$ cat src/rtl/sp_fadd_pkg.sv
package sp_fadd_pkg;
  localparam int EXP_W   = 8;
  localparam int MAN_W   = 23;
  localparam int WORD_W  = 1 + EXP_W + MAN_W;
  localparam int FRAC_W  = MAN_W + 1;
  localparam int GRS_W   = 3;
  localparam int ALN_W   = FRAC_W + GRS_W;
  localparam int SUM_W   = ALN_W + 1;
  localparam int CNT_W   = $clog2(ALN_W + 1);
  localparam int EXP_MAX = (1 << EXP_W) - 1;

  typedef struct packed {
    logic              sign;
    logic [EXP_W-1:0]  exp;
    logic [SUM_W-1:0]  mag;
    logic              special;
    logic [WORD_W-1:0] spec_val;
    logic              near;
  } stage1_t;
endpackage

$ cat src/rtl/sp_fadd_align.sv
module sp_fadd_align
  import sp_fadd_pkg::*;
(
  input  logic [WORD_W-1:0] op_a,
  input  logic [WORD_W-1:0] op_b,
  input  logic              near,
  output stage1_t           s1
);
  logic              sa, sb, inf_a, inf_b, swap, eff_sub;
  logic [EXP_W-1:0]  ea, eb, e_big, e_sml, diff, sh;
  logic [FRAC_W-1:0] fa, fb, f_big, f_sml;
  logic [ALN_W-1:0]  ext, shifted, lost, aligned, big_ext;
  logic              s_big;
  logic [SUM_W-1:0]  mag;

  always_comb begin
    sa    = op_a[WORD_W-1];
    sb    = op_b[WORD_W-1];
    ea    = op_a[WORD_W-2:MAN_W];
    eb    = op_b[WORD_W-2:MAN_W];
    inf_a = &ea;
    inf_b = &eb;
    // exponent field 0 flushes the operand to a signed zero
    fa    = (ea == '0) ? '0 : {1'b1, op_a[MAN_W-1:0]};
    fb    = (eb == '0) ? '0 : {1'b1, op_b[MAN_W-1:0]};
    swap  = {eb, fb} > {ea, fa};
    s_big = swap ? sb : sa;
    e_big = swap ? eb : ea;
    f_big = swap ? fb : fa;
    e_sml = swap ? ea : eb;
    f_sml = swap ? fa : fb;
    diff  = e_big - e_sml;
    sh    = (diff > EXP_W'(ALN_W)) ? EXP_W'(ALN_W) : diff;
    ext     = {f_sml, {GRS_W{1'b0}}};
    shifted = ext >> sh;
    lost    = ext & ~({ALN_W{1'b1}} << sh);
    aligned = shifted | {{(ALN_W-1){1'b0}}, |lost};
    big_ext = {f_big, {GRS_W{1'b0}}};
    eff_sub = sa ^ sb;
    mag     = eff_sub ? ({1'b0, big_ext} - {1'b0, aligned})
                      : ({1'b0, big_ext} + {1'b0, aligned});

    s1.exp     = e_big;
    s1.mag     = mag;
    s1.near    = near;
    s1.sign    = (eff_sub && mag == '0) ? 1'b0 : s_big;
    s1.special = inf_a | inf_b;
    if (inf_a && inf_b && eff_sub)
      s1.spec_val = {1'b0, {EXP_W{1'b1}}, {MAN_W{1'b0}}};
    else if (inf_a)
      s1.spec_val = {sa, {EXP_W{1'b1}}, {MAN_W{1'b0}}};
    else
      s1.spec_val = {sb, {EXP_W{1'b1}}, {MAN_W{1'b0}}};
  end
endmodule

$ cat src/rtl/sp_fadd_round.sv
module sp_fadd_round
  import sp_fadd_pkg::*;
(
  input  stage1_t           r,
  output logic [WORD_W-1:0] y
);
  localparam int EW = EXP_W + 2;

  function automatic logic [CNT_W-1:0] lead_zeros(logic [ALN_W-1:0] v);
    logic [CNT_W-1:0] n;
    n = CNT_W'(ALN_W);
    for (int i = 0; i < ALN_W; i++)
      if (v[i]) n = CNT_W'(ALN_W - 1 - i);
    return n;
  endfunction

  logic [CNT_W-1:0]  lz;
  logic [ALN_W-1:0]  norm;
  logic signed [EW-1:0] e_norm, e_fin;
  logic [FRAC_W-1:0] keep;
  logic [FRAC_W:0]   rnd;
  logic              inc;
  logic [MAN_W-1:0]  man_out;

  always_comb begin
    lz = lead_zeros(r.mag[ALN_W-1:0]);
    if (r.mag[SUM_W-1]) begin
      norm   = r.mag[SUM_W-1:1] | {{(ALN_W-1){1'b0}}, r.mag[0]};
      e_norm = signed'(EW'(r.exp)) + signed'(EW'(1));
    end else begin
      norm   = r.mag[ALN_W-1:0] << lz;
      e_norm = signed'(EW'(r.exp)) - signed'(EW'(lz));
    end
    keep = norm[ALN_W-1:GRS_W];
    inc  = r.near & norm[GRS_W-1] & ((|norm[GRS_W-2:0]) | keep[0]);
    rnd  = {1'b0, keep} + {{FRAC_W{1'b0}}, inc};
    if (rnd[FRAC_W]) begin
      man_out = '0;
      e_fin   = e_norm + signed'(EW'(1));
    end else begin
      man_out = rnd[MAN_W-1:0];
      e_fin   = e_norm;
    end

    if (r.special)
      y = r.spec_val;
    else if (r.mag == '0)
      y = {r.sign, {(WORD_W-1){1'b0}}};
    else if (e_fin >= signed'(EW'(EXP_MAX)))
      y = r.near ? {r.sign, {EXP_W{1'b1}}, {MAN_W{1'b0}}}
                 : {r.sign, {(EXP_W-1){1'b1}}, 1'b0, {MAN_W{1'b1}}};
    else if (e_fin <= signed'(EW'(0)))
      y = {r.sign, {(WORD_W-1){1'b0}}};
    else
      y = {r.sign, e_fin[EXP_W-1:0], man_out};
  end
endmodule

$ cat src/rtl/sp_fadd.sv
module sp_fadd
  import sp_fadd_pkg::*;
(
  input  logic              clk,
  input  logic              rst_n,
  input  logic              in_valid,
  input  logic [WORD_W-1:0] op_a,
  input  logic [WORD_W-1:0] op_b,
  input  logic              rnd_near,
  output logic              out_valid,
  output logic [WORD_W-1:0] sum
);
  logic [1:0]        rst_sync;
  logic              rst_int_n;
  stage1_t           s1_d, s1_q;
  logic              v1_q;
  logic [WORD_W-1:0] y_d;

  always_ff @(posedge clk or negedge rst_n) begin
    if (!rst_n) rst_sync <= 2'b00;
    else        rst_sync <= {rst_sync[0], 1'b1};
  end
  assign rst_int_n = rst_sync[1];

  sp_fadd_align u_align (.op_a(op_a), .op_b(op_b), .near(rnd_near), .s1(s1_d));
  sp_fadd_round u_round (.r(s1_q), .y(y_d));

  always_ff @(posedge clk or negedge rst_int_n) begin
    if (!rst_int_n) begin
      v1_q      <= 1'b0;
      s1_q      <= '0;
      out_valid <= 1'b0;
      sum       <= '0;
    end else begin
      v1_q      <= in_valid;
      out_valid <= v1_q;
      if (in_valid) s1_q <= s1_d;
      if (v1_q)     sum  <= y_d;
    end
  end
endmodule

$ cat config.mk
export PLATFORM = sky130hd
export DESIGN_NAME = sp_fadd
export DESIGN_NICKNAME = d
export VERILOG_FILES = /design/src/rtl/sp_fadd_pkg.sv /design/src/rtl/sp_fadd_align.sv /design/src/rtl/sp_fadd_round.sv /design/src/rtl/sp_fadd.sv
export SDC_FILE = /design/constraint.sdc
export NUM_CORES = 1
export LEC_CHECK = 0
export BUFFER_PORTS_ARGS = -buffer_cell sky130_fd_sc_hd__buf_4
export CORE_ASPECT_RATIO = 1.25
export CORE_MARGIN = 4
export CORE_UTILIZATION = 38
export CTS_CLUSTER_SIZE = 10
export DETAILED_ROUTE_END_ITERATION = 8
export HOLD_SLACK_MARGIN = 0.06
export PLACE_DENSITY_LB_ADDON = 0.3
export SLEW_MARGIN = 20
export SYNTH_ARGS = -nofsm -noshare
export SYNTH_HDL_FRONTEND = slang
export SYNTH_SLANG_ARGS = --single-unit
$ cat constraint.sdc
create_clock -name clk -period 3.4 [get_ports clk]
set_input_delay 0.51 -clock clk [delete_from_list [all_inputs] [get_ports clk]]
set_output_delay 0.51 -clock clk [all_outputs]
set_load 0.01 [all_outputs]
==> flow_summary_export.csv <==
group,metric,value,unit
cts,cts_inserted_buffers,9,
placed_design,hpwl,52310,um
sta,maxSlewHeadroom,34.85,%
final_layout,drive_above_1_share,45.41,%
sta,period_minus_slack,9.261,ns
die,fp.dieW,175.4,um
critical_path,crit_path_end_kind,"flip-flop",
pwr,power_density,499.4,nW/um^2
drt,drt_first_pass_iters,8,
grt,grt_max_degree,76,
grt,overflow,0,
drt,avgRoutedWirePerCell,21.09,um
critical_path,crit_path_max_incr_delay,0.57,ns
worst_hold_path,hp-class,"flip-flop to flip-flop",
placed_design,routabilityCongestion,1.038,
drt,vias,18230,
drt,wl,66700,um
logic_synthesis,netlist_area,13320,um^2
logic_synthesis,synth_area_leaders,"dfrtp_1 (14%), ha_1 (8.4%), a21oi_1 (6.7%)",
critical_path,slowest_stage,"or4_4",
logic_synthesis,synth_top_area_share,14.47,%
critical_path,cp_max_fo,8,
cts,cts_root_buf,"clkbuf_16",
logic_synthesis,synth.distinct_cells,103,
logic_synthesis,synth_edf_count,0,
critical_path,startpoint_type,"input port",
sta,fin_tns_setup,-197.14,ns
grt,antenna_found_initial,1,
logic_synthesis,synthesis.nets,2084,
die,start_util,38.58,%
die,core-area,34520,um^2
critical_path,arrival,9.49,ns
critical_path,critPathMostFrequentCell,"a21oi_2",
logic_synthesis,async_reset_ff_share,100.0,%
cts,cts_tree,"built",
cts,clkSinkCount,77,
die,io_pins,101,
logic_synthesis,synth_top_flop_cell,"dfrtp_1",
grt,grt_use_met2,59.06,%
sta,clock.fmax,0.1080,GHz
logic_synthesis,yosysTopAreaCell,"dfrtp_1",
final_layout,fin_nets,2847,
sta,setup_violations,60,
sta,skew,0.006232,ns
logic_synthesis,synth_area_per_cell,6.918,um^2
pwr,leakage,10.39,nW
logic_synthesis,synth_warnings,0,
sta,final-max-slew-violation-count,0,
run,maxCapViolCount,0,
die,fp-row-count,76,
logic_synthesis,synth.most_common_cell,"nand2_1",
logic_synthesis,ys_ff_latch,77,
grt,busiest_layer,"met2",
grt,grt_pass1_wl,98330,um
cts,cts.path.max_buffers,2,
sta,hold_viol_final,0,
grt,use_met3,3.926,%
die,die_area,38120,um^2
drt,initialDrtViolationCount,1279,
outcome,failed_checks,"negative setup slack",
drt,drc_errors,0,
drt,avgViaCountPerCell,5.766,
sta,period_share,272.4,%
logic_synthesis,synth_cells,1925,
critical_path,required,3.63,ns
critical_path,worst-setup-path-type,"input port to flip-flop",
sta,tightest_slew,0.9772,ns
placed_design,port_buffers,100,
cts,htree_levels,3,
sta,rsz0062_at_grt,"yes",
sta,layout_setup_ws,-5.861,ns
grt,grtUsageTotal,32.58,%
pwr,ir_drop,0.0003245,V
logic_synthesis,ys_top_cells_by_count,"nand2_1 (222), nor2_1 (207), a21oi_1 (178), o21ai_0 (123), inv_1 (121)",
die,die_h,217.3,um
cts,clkTransAtPathRegs,0.06,ns
outcome,status,"finished, violations left",
grt,met1_usage,33.66,%
placed_design,dp_cells,3058,
cts,clkLatencyLatePin,0.36,ns
grt,grt_pass1_vias,17980,
drt,detail-route-antenna-nets,0,
final_layout,finalNonFillerCells,3162,
final_layout,synthToLayoutAreaGrowth,68.09,%
logic_synthesis,yosysSeqAreaShare,14.47,%
[placed cells by master, fill, tap and decap left out, types with 25 or more instances in the layout]
cell type / synthesis / routed
nand4_1: 31 / 31
buf_6: 2 / 32
mux2i_1: 35 / 32
xnor2_1: 46 / 34
o211ai_1: 25 / 25
inv_1: 121 / 114
o21ai_0: 123 / 90
dfrtp_1: 77 / 76
a21oi_1: 178 / 142
nor2_1: 207 / 178
o21ai_1: 8 / 34
nor3_1: 48 / 37
nand3_1: 54 / 51
buf_4: 4 / 821
and2_1: 34 / 26
a21oi_2: 1 / 34
nand2_1: 222 / 210
ha_1: 89 / 73
[power by group]
part	total (W)	leakage [nW]	internal, W	switching (W)
logic	0.00885	9.35	0.00433	0.00452
registers	0.00137	0.906	0.00116	0.000206
clock network	0.000960	0.138	0.000566	0.000394
total	0.0112	10.4	0.00606	0.00512
[layout make-up]
class                      instances  area, um^2
inverter                         125       476.7
multi-input combinational       1595       12020
clock buffer                      10       229.0
timing repair buffer             880        7072
sequential                        77        1931
clock inverter                     6       63.81
antenna                            1       2.502
tap                              468       585.6
fill                            3008       12130
[per-stage QoR]
step | cell area (um^2) | total power (W) | utilization, % | hold WS, ns | setup slack [ns]
3_5_place_dp | 20080 | 0.009242 | 58.18 | 0.2965 | -6.450
5_1_grt | 22380 | 0.01184 | 64.85 | 0.3880 | -6.298
6_report | 22380 | 0.01118 | 64.85 | 0.3782 | -5.861
2_1_floorplan | 14190 | 0.005427 | - | 0.2144 | -5.864
4_1_cts | 21070 | 0.01043 | 61.03 | 0.3861 | -5.681
3_3_place_gp | 20080 | 0.009152 | 58.18 | 0.2921 | -6.163
[registers in the layout, indices dropped and copies added (netlist names)]
signal     cells
sum           32
rst_sync       2
out_valid      1
s1_q          41
v1_q           1
[final timing paths]
check                                 startpoint               endpoint  slack (ns)  depth (start not counted)
hold reg to reg            rst_sync[0]$_DFF_PN0_  rst_sync[1]$_DFF_PN0_        0.38                          0
setup / recovery                        op_b[30]   s1_q[70]$_DFFE_PN0P_       -5.86                         56
hold / removal             rst_sync[0]$_DFF_PN0_  rst_sync[1]$_DFF_PN0_        0.38                          0
max in group asynchronous  rst_sync[1]$_DFF_PN0_   s1_q[54]$_DFFE_PN0P_        2.27                          0
setup reg to reg            s1_q[35]$_DFFE_PN0P_     sum[7]$_DFFE_PN0P_       -2.33                         29
min in group asynchronous                  rst_n  rst_sync[1]$_DFF_PN0_        0.47                          2
[worst max-delay path, delay by kind of cell]
| family | cells | cell delay [ns] |
|---|---|---|
| adder cells (fa/ha/maj) | 3 | 0.68 |
| buffers and inverters | 13 | 1.65 |
| XOR/XNOR | 1 | 0.15 |
| AO/OA/AOI/OAI | 25 | 3.74 |
| AND/OR/NAND/NOR | 14 | 2.69 |
[what timing repair did]
item | in CTS | in global routing
gates resized for setup | 71 | 187
pin swaps | 71 | 104
buffers inserted | 36 | 45
endpoints found under the setup margin | 62 | 68
gates cloned | 2 | 6
hold buffers | 1 | 0
endpoints found under the hold margin | 2 | 0
[routing by layer]
layer  part of all wire [%]  vias up  wire length [um]
met5                      0        -                 0
met4                    9.7        0              6470
met3                    4.9      269              3290
met2                     51      753             33840
met1                     35     8624             23100
li1                       -     8587                 -
[cell families after synthesis]
group	after synthesis	synth area share, %
AND/OR/NAND/NOR	742	27.02
flip-flops	77	14.47
XOR/XNOR	64	4.209
multiplexers	68	6.774
adder cells (fa/ha/maj)	92	8.748
buffers and inverters	253	7.460
AO/OA/AOI/OAI	628	31.29
other	1	0.02816
No activity file was read; power rests on OpenSTA's default activity.
